$ cat src/rtl/ilk_pkg.sv
package ilk_pkg;
  parameter int unsigned REG_W = 5;
  parameter int unsigned OP_W  = 7;
  parameter int unsigned DEPTH = 3;  // execute, memory, writeback

  typedef struct packed {
    logic             we;
    logic [REG_W-1:0] ws;
  } dst_t;

  localparam logic [OP_W-1:0] OP_ALU  = 7'b0110011;
  localparam logic [OP_W-1:0] OP_ALUI = 7'b0010011;
  localparam logic [OP_W-1:0] OP_LD   = 7'b0000011;
  localparam logic [OP_W-1:0] OP_ST   = 7'b0100011;
  localparam logic [OP_W-1:0] OP_BR   = 7'b1100011;
  localparam logic [OP_W-1:0] OP_JAL  = 7'b1101111;
  localparam logic [OP_W-1:0] OP_JALR = 7'b1100111;
endpackage

$ cat src/rtl/ilk_decode.sv
module ilk_decode
  import ilk_pkg::*;
(
  input  logic [OP_W-1:0] opcode_i,
  output logic            re1_o,
  output logic            re2_o,
  output logic            we_o
);
  always_comb begin
    re1_o = 1'b0;
    re2_o = 1'b0;
    we_o  = 1'b0;
    unique case (opcode_i)
      OP_ALU:  begin re1_o = 1'b1; re2_o = 1'b1; we_o = 1'b1; end
      OP_ALUI: begin re1_o = 1'b1; we_o = 1'b1; end
      OP_LD:   begin re1_o = 1'b1; we_o = 1'b1; end
      OP_ST:   begin re1_o = 1'b1; re2_o = 1'b1; end
      OP_BR:   begin re1_o = 1'b1; re2_o = 1'b1; end
      OP_JALR: begin re1_o = 1'b1; we_o = 1'b1; end
      OP_JAL:  begin we_o = 1'b1; end
      default: ;
    endcase
  end
endmodule

$ cat src/rtl/ilk_track.sv
module ilk_track
  import ilk_pkg::*;
#(
  parameter int unsigned N = DEPTH
) (
  input  logic             clk_i,
  input  logic             rst_ni,
  input  dst_t             push_i,
  output dst_t [N-1:0]     slot_o
);
  dst_t [N-1:0] q;

  generate
    for (genvar g = 0; g < N; g++) begin : g_slot
      always_ff @(posedge clk_i or negedge rst_ni) begin
        if (!rst_ni) q[g] <= '0;
        else         q[g] <= (g == 0) ? push_i : q[(g == 0) ? 0 : g - 1];
      end
    end
  endgenerate

  assign slot_o = q;
endmodule

$ cat src/rtl/ilk_match.sv
module ilk_match
  import ilk_pkg::*;
#(
  parameter int unsigned N = DEPTH
) (
  input  logic [REG_W-1:0] src_i,
  input  logic             re_i,
  input  dst_t [N-1:0]     slot_i,
  output logic             hit_o
);
  logic [N-1:0] hit;

  generate
    for (genvar g = 0; g < N; g++) begin : g_cmp
      // x0 is hardwired, never a real dependency
      assign hit[g] = slot_i[g].we && (slot_i[g].ws != '0) && (slot_i[g].ws == src_i);
    end
  endgenerate

  assign hit_o = re_i && (|hit);
endmodule

$ cat src/rtl/ilk_stall_ctrl.sv
module ilk_stall_ctrl
  import ilk_pkg::*;
(
  input  logic             clk_i,
  input  logic             rst_ni,
  input  logic [OP_W-1:0]  opcode_i,
  input  logic [REG_W-1:0] rs1_i,
  input  logic [REG_W-1:0] rs2_i,
  input  logic [REG_W-1:0] rd_i,
  output logic             stall_o,
  output logic             bubble_o
);
  logic re1, re2, we;
  logic hit1, hit2, stall;
  dst_t push;
  dst_t [DEPTH-1:0] slot;

  ilk_decode u_dec (
    .opcode_i (opcode_i),
    .re1_o    (re1),
    .re2_o    (re2),
    .we_o     (we)
  );

  // stalled cycle injects an empty slot
  always_comb begin
    push = '0;
    if (!stall) begin
      push.we = we;
      push.ws = rd_i;
    end
  end

  ilk_track #(.N(DEPTH)) u_trk (
    .clk_i  (clk_i),
    .rst_ni (rst_ni),
    .push_i (push),
    .slot_o (slot)
  );

  ilk_match #(.N(DEPTH)) u_m1 (
    .src_i  (rs1_i),
    .re_i   (re1),
    .slot_i (slot),
    .hit_o  (hit1)
  );

  ilk_match #(.N(DEPTH)) u_m2 (
    .src_i  (rs2_i),
    .re_i   (re2),
    .slot_i (slot),
    .hit_o  (hit2)
  );

  assign stall    = hit1 | hit2;
  assign stall_o  = stall;
  assign bubble_o = stall;
endmodule

$ cat config.mk
export PLATFORM = sky130hd
export DESIGN_NAME = ilk_stall_ctrl
export DESIGN_NICKNAME = d
export VERILOG_FILES = /design/src/rtl/ilk_pkg.sv /design/src/rtl/ilk_decode.sv /design/src/rtl/ilk_track.sv /design/src/rtl/ilk_match.sv /design/src/rtl/ilk_stall_ctrl.sv
export SDC_FILE = /design/constraint.sdc
export NUM_CORES = 1
export LEC_CHECK = 0
export BUFFER_PORTS_ARGS = -buffer_cell sky130_fd_sc_hd__buf_2
export CAP_MARGIN = 30
export CORE_MARGIN = 2
export CORE_UTILIZATION = 54
export CTS_CLUSTER_SIZE = 16
export DETAILED_ROUTE_END_ITERATION = 10
export GPL_TIMING_DRIVEN = 1
export PLACE_DENSITY = 0.82
export REMOVE_ABC_BUFFERS = 1
export SLEW_MARGIN = 20
export SYNTH_ARGS = -nofsm -noshare
export SYNTH_HDL_FRONTEND = slang
export SYNTH_SLANG_ARGS = --single-unit
$ cat constraint.sdc
create_clock -name clk_i -period 3.6 [get_ports clk_i]
set_clock_uncertainty 0.2 [all_clocks]
set_input_delay 0.36 -clock clk_i [delete_from_list [all_inputs] [get_ports clk_i]]
set_output_delay 0.36 -clock clk_i [all_outputs]
set_load 0.01 [all_outputs]
==> results.sh, run 1 <==
export IMPL_status="complete, no violations"
export IMPL_arrival_ns=2.26
export IMPL_min_path_cells=2
export IMPL_grtUsageTotal_pct=23.82
export IMPL_power_per_cell_area_mw_per_mm2=345.7
export IMPL_cap_violations=0
export IMPL_grt_pass1_vias=769
export IMPL_grt_overflow=0
export IMPL_path_cells="xnor2_1, nand3_1, or4_2, a31oi_2, or2_1, buf_2"
export IMPL_hold_class="in2reg"
export IMPL_p_sw_uw=98.86
export IMPL_post_cts_repair_setup_buffers=0
export IMPL_rsz0062_at_grt="no"
export IMPL_area_growth_pct=19.97
export IMPL_drt_iter0_drc=5
export IMPL_worstPathRequired_ns=3.04
export IMPL_min_period_over_period_pct=78.36
export IMPL_synthesis_area_um2=977.2
export IMPL_cts_tree="yes"
export IMPL_cts_sinks=18
export IMPL_grt_max_degree=19
export IMPL_p_leak_nw=0.4842
export IMPL_combPwrFrac_pct=15.4
export IMPL_rr_startpoint="u_trk.slot_o[0]"
export IMPL_via_count=749
export IMPL_diodes=0
export IMPL_ioPinCount=26
export IMPL_period_minus_slack_ns=2.821
export IMPL_die_h_um=46.54
export IMPL_die_w_um=46.54
export IMPL_postRouteAntennaNets=0
export IMPL_layout_common_cells="25 x buf_2, 18 x xnor2_1, 18 x dfrtp_1"
export IMPL_vdd_drop_max_mv=0.2871
export IMPL_final_max_slew_violation_count=0
export IMPL_fin_nets=141
export IMPL_fmax_ghz=0.3545
export IMPL_largest_reg_flops=18
export IMPL_totalWireLength_um=2159
export IMPL_finalNonFillerCells=141
export IMPL_p_clk_share_pct=29.3
export IMPL_cts_resized=0
export IMPL_netlist_instances=87
export IMPL_cp_max_fo=7
export IMPL_dpl_cell_count=136
export IMPL_via_per_inst=5.312
export IMPL_yosysUniqueCellTypes=20
export IMPL_worstHoldStart="rd_i[4]"
export IMPL_wl_per_cell_um=15.31
export IMPL_worst_pin_slew_ns=0.3832
export IMPL_whs_ns=0.1203
export IMPL_seq_power_share_pct=55.3
export IMPL_ys_seq_area_share_pct=46.09
export IMPL_drc_errors=0
export IMPL_cts_buffers=3
export IMPL_place_gp_congestion=0.9178
export IMPL_use_met2_pct=41.11
export IMPL_row_count=15
export IMPL_ys_ff_latch=18
export IMPL_grt_use_met1_pct=29.68
export IMPL_p_int_uw=306.5
export IMPL_antenna_found_initial=0
export IMPL_clkTransAtPathRegs_ns=0.10
export IMPL_start_util_pct=57.22
export IMPL_yosysWarnings=0
export IMPL_dieArea_mm2=0.002166
export IMPL_core_area_mm2=0.001708
export IMPL_root_buffer="clkbuf_4"
export IMPL_clock_latency_ns=0.28
export IMPL_slew_headroom_pct=74.37
export IMPL_end_kind="primary output"
export IMPL_hold_viol=0
export IMPL_avgSynthCellArea_um2=11.23
export IMPL_startpoint="u_trk.slot_o[12]"
export IMPL_use_met3_pct=2.745
export IMPL_crit_path_max_incr_delay_ns=0.66
export IMPL_grt_busiest_layer="met2"
export IMPL_worstRegToRegCells=5
export IMPL_drt_pass1_iterations=4
export IMPL_htree_num_levels=1
export IMPL_clock_path_buffers=2
export IMPL_grt_pass1_wl_um=3353
export IMPL_layout_commonest_cell="buf_2"
export IMPL_p_sw_share_pct=24.39
export IMPL_setup_worst_path_class="reg2out"
export IMPL_place_port_buffers=25
export IMPL_hpwlAfterDp_um=1751
export IMPL_fin_setup_tns_ns=0
export IMPL_drive_gt1_share_pct=28.45
export IMPL_slowest_stage="or4_2"
export IMPL_setup_viol=0
export IMPL_start_kind="flop"
[synthesized netlist by cell type]
library cell | count | area share, %
or4_2 | 2 | 1.8
nor3_1 | 1 | 0.51
dfrtp_1 | 18 | 46
a31oi_2 | 1 | 1.3
or4_1 | 7 | 5.4
a21oi_1 | 1 | 0.51
nand3_1 | 6 | 3.1
nand2_1 | 4 | 1.5
nor4_1 | 1 | 0.64
nor2_1 | 2 | 0.77
buf_4 | 1 | 0.77
xnor2_1 | 18 | 16
xor2_1 | 12 | 11
nand2b_1 | 1 | 0.64
a31oi_4 | 1 | 2.2
or2_1 | 1 | 0.64
mux2i_1 | 1 | 1.0
o21ai_1 | 3 | 1.5
nand4b_1 | 1 | 0.90
nor3b_1 | 5 | 3.8
[worst max-delay path, delay by kind of cell, from the launching register on]
family | cells | cell delay [ns]
buffers and inverters | 1 | 0.12
XOR/XNOR | 1 | 0.17
AND/OR/NAND/NOR | 3 | 0.93
flip-flops | 1 | 0.42
AO/OA/AOI/OAI | 1 | 0.33
[per-layer routing]
| layer | routed length (um) | part of all wire (%) |
|---|---|---|
| met3 | 77 | 3.6 |
| met2 | 1122 | 52 |
| met5 | 0 | 0 |
| met1 | 943 | 44 |
| met4 | 14 | 0.65 |
[per-stage QoR]
step           util [%]  area, um^2  setup slack (ns)  total power [mW]
6_report          68.64        1172            0.7792            0.4053
5_1_grt           68.64        1172            0.5870            0.4263
4_1_cts           68.64        1172            0.7486            0.4104
3_5_place_dp      65.93        1126            0.9728            0.2901
3_3_place_gp      65.93        1126             1.041            0.2869
2_1_floorplan         -       969.7             1.295            0.2577
[timing repair]
action	in CTS	in global routing
hold buffers	1	0
hold endpoints to repair	18	0
endpoints found under the setup margin	0	0
[cell families (layout without fill, tap and decap cells)]
family / Yosys count / in the layout / synth area share, %
AND/OR/NAND/NOR: 31 / 31 / 19.72
buffers and inverters: 1 / 30 / 0.7685
AO/OA/AOI/OAI: 6 / 6 / 5.505
XOR/XNOR: 30 / 30 / 26.89
multiplexers: 1 / 1 / 1.024
flip-flops: 18 / 18 / 46.09
[power groups by stage]
stage,clock [mW],combinational [mW],sequential (mW)
6_report,0.119,0.0623,0.224
5_1_grt,0.131,0.0696,0.226
4_1_cts,0.123,0.0629,0.224
3_5_place_dp,0,0.0618,0.228
3_3_place_gp,0,0.0590,0.228
2_1_floorplan,0,0.0336,0.224
[path summary, 6_finish.rpt]
| path | to | slack, ns |
|---|---|---|
| min in group asynchronous | u_trk.slot_o[16] | 0.32 |
| hold / removal | u_trk.slot_o[4] | 0.12 |
| hold reg to reg | u_trk.slot_o[11] | 0.18 |
| max in group asynchronous | u_trk.slot_o[11] | 2.60 |
| setup reg to reg | u_trk.slot_o[5] | 1.49 |
| setup / recovery | stall_o | 0.78 |
[area by class of cell]
type | instances | area, um^2
well taps | 25 | 31.28
fillers | 136 | 535.5
repair buffers | 26 | 135.1
flip-flops and latches | 18 | 450.4
clock buffers | 4 | 36.28
multi-input cells | 68 | 519.2
Power figures use the tool's default switching activity.
==> run 2: changes to the inputs <==
--- a/config.mk
+++ b/config.mk
@@ -8,11 +8,11 @@
 export BUFFER_PORTS_ARGS = -buffer_cell sky130_fd_sc_hd__buf_2
 export CAP_MARGIN = 30
 export CORE_MARGIN = 2
-export CORE_UTILIZATION = 54
+export CORE_UTILIZATION = 46
 export CTS_CLUSTER_SIZE = 16
 export DETAILED_ROUTE_END_ITERATION = 10
 export GPL_TIMING_DRIVEN = 1
-export PLACE_DENSITY = 0.82
+export PLACE_DENSITY = 0.74
 export REMOVE_ABC_BUFFERS = 1
 export SLEW_MARGIN = 20
 export SYNTH_ARGS = -nofsm -noshare
==> constraint.sdc (replaced) <==
create_clock -name clk_i -period 2.5 [get_ports clk_i]
set_clock_uncertainty 0.2 [all_clocks]
set_input_delay 0.25 -clock clk_i [delete_from_list [all_inputs] [get_ports clk_i]]
set_output_delay 0.25 -clock clk_i [all_outputs]
set_load 0.01 [all_outputs]
==> run 2 against run 1 <==
  * Critical path depth did not move
  * First-iteration DRC count up 20%
  * Clock power up 51%
  * Sequential cell count did not move
  * Total power is 52% higher
  * Hold slack lost 0.11 ns
  * Design area increased by 17%
  * Utilization rose by 0.61 points
  * Sequential power up 42%
  * Non-clock buffer count is 17 higher
  * Die area increased by 16%
  * Setup slack got worse by 0.76 ns
  * Largest power group unchanged
  * Critical path type unchanged
==> results.sh, run 2 (same netlist as run 1, synthesis figures left out) <==
export IMPL_clock_latency_ns=0.30
export IMPL_drt_iter0_drc=6
export IMPL_layout_commonest_cell="buf_2"
export IMPL_diodes=0
export IMPL_via_count=825
export IMPL_power_per_cell_area_mw_per_mm2=448.3
export IMPL_startpoint="u_trk.slot_o[6]"
export IMPL_drc_errors=0
export IMPL_place_ws_ns=0.2567
export IMPL_start_kind="flop"
export IMPL_grt_max_degree=19
export IMPL_drt_pass1_iterations=4
export IMPL_slew_headroom_pct=73.52
export IMPL_grt_pass1_vias=888
export IMPL_end_kind="primary output"
export IMPL_antenna_found_initial=0
export IMPL_setup_viol=0
export IMPL_cap_violations=0
export IMPL_dpl_cell_count=140
export IMPL_arrival_ns=2.03
export IMPL_layout_common_cells="25 x buf_2, 18 x xnor2_1, 18 x dfrtp_1"
export IMPL_start_util_pct=49.31
export IMPL_cts_tree="yes"
export IMPL_via_per_inst=5.156
export IMPL_wl_met1_um=939
export IMPL_grt_overflow=0
export IMPL_crit_path_max_incr_delay_ns=0.53
export IMPL_grtUsageTotal_pct=21.21
export IMPL_dieArea_mm2=0.002509
export IMPL_area_growth_pct=40.46
export IMPL_p_leak_nw=0.5785
export IMPL_fmax_ghz=0.4029
export IMPL_period_minus_slack_ns=2.482
export IMPL_row_count=16
export IMPL_met2_length_um=1184
export IMPL_core_area_mm2=0.001982
export IMPL_root_buffer="clkbuf_4"
export IMPL_place_gp_congestion=0.8580
export IMPL_grt_pass1_wl_um=3767
export IMPL_multi_input_area_um2=574.3
export IMPL_drive_gt1_share_pct=39.85
export IMPL_totalWireLength_um=2252
export IMPL_wl_per_cell_um=14.08
export IMPL_clkTransAtPathRegs_ns=0.10
export IMPL_hpwlAfterDp_um=1613
export IMPL_status="complete, no violations"
export IMPL_die_h_um=50.09
export IMPL_place_port_buffers=25
export IMPL_slowest_stage="or4_4"
export IMPL_fin_nets=158
export IMPL_cp_max_fo=4
export IMPL_die_w_um=50.09
export IMPL_nFillCells=144
export IMPL_finalNonFillerCells=160
export IMPL_worst_pin_slew_ns=0.3972
export IMPL_final_max_slew_violation_count=0
export IMPL_rr_startpoint="u_trk.slot_o[3]"
export IMPL_hold_viol=0
export IMPL_rsz0062_at_grt="yes"
export IMPL_path_cells="xnor2_1, nand3_1, or4_4, a31oi_4, or2_1, buf_2"
export IMPL_worstHoldStart="opcode_i[1]"
export IMPL_register_area_um2=450.4
export IMPL_hold_class="in2reg"
export IMPL_cts_buffers=3
export IMPL_worstPathRequired_ns=2.05
export IMPL_postRouteAntennaNets=0
export IMPL_setup_worst_path_class="reg2out"
export IMPL_routed_top_layer="met4"
export IMPL_vdd_drop_max_mv=0.3270
export IMPL_fin_ws_ns=0.01815
export IMPL_min_period_over_period_pct=99.27
export IMPL_largest_reg_flops=18
export IMPL_clock_path_buffers=2
export IMPL_htree_num_levels=1
export IMPL_ioPinCount=26
export IMPL_dr_wl_met3_um=89
export IMPL_cts_sinks=18
## run 2: cell count changes in the layout (fill, tap and decap cells not counted), moves of 2 or more
cell | previous run | this run
or4_2 | 2 | 0
dlygate4sd3_1 | 1 | 7
o21ai_1 | 3 | 0
or4_1 | 7 | 1
buf_4 | 0 | 11
or4_4 | 0 | 8
o21ai_2 | 0 | 2
## run 2: per-stage QoR
step / util [%] / hold slack [ns] / cell area [um^2] / TNS (ns) / total power, mW
after CTS: 67.93 / 0.002829 / 1346 / 0 / 0.6148
after floorplan: - / -0.2456 / 969.7 / 0 / 0.3710
after detailed placement: 57.70 / -0.007013 / 1144 / 0 / 0.4151
after global placement: 57.70 / -0.01027 / 1144 / 0 / 0.4106
after global routing: 69.26 / 0.04472 / 1373 / -0.1331 / 0.6420
final: 69.26 / 0.01441 / 1373 / 0 / 0.6153
## run 2: final timing paths
| kind | endpoint | slack, ns | cells after the start |
|---|---|---|---|
| max in group asynchronous | u_trk.slot_o[5] | 1.61 | 2 |
| hold / removal | u_trk.slot_o[5] | 0.01 | 3 |
| setup reg to reg | u_trk.slot_o[5] | 0.47 | 6 |
| setup / recovery | stall_o | 0.02 | 6 |
| hold reg to reg | u_trk.slot_o[17] | 0.23 | 0 |
| min in group asynchronous | u_trk.slot_o[15] | 0.20 | 2 |
## run 2: layer usage
layer / track usage [%] / vias up
met5: 0 / -
met1: 24.80 / 397
met4: 8.333 / 0
li1: - / 401
met2: 37.72 / 22
met3: 3.939 / 5
## run 2: worst max-delay path, delay by kind of cell, from the launching register on
kind	cells	cell delay, ns
buffers and inverters	1	0.13
AOI/OAI and AO/OA	1	0.22
and+or+nand+nor	3	0.77
DFF	1	0.45
xor gates and xnor gates	1	0.16
## run 2: power breakdown
| group | internal (mW) | leakage [nW] | switching, mW |
|---|---|---|---|
| sequential | 0.304 | 0.216 | 0.0143 |
| clock | 0.0889 | 0.0210 | 0.0910 |
| combinational | 0.0648 | 0.341 | 0.0519 |
| total | 0.458 | 0.578 | 0.157 |
## run 2: final cells by class
type	instances	area share, %
clock buffers	4	2.644
multi-input cells	68	41.84
flip-flops and latches	18	32.82
well taps	27	2.461
repair buffers	43	20.24
## run 2: what timing repair did
item,CTS,global route
gates cloned,0,0
hold endpoints to repair,24,0
endpoints found under the setup margin,2,2
hold buffers,7,0
buffers inserted,9,0
resized for setup,7,6
pin swaps,3,3
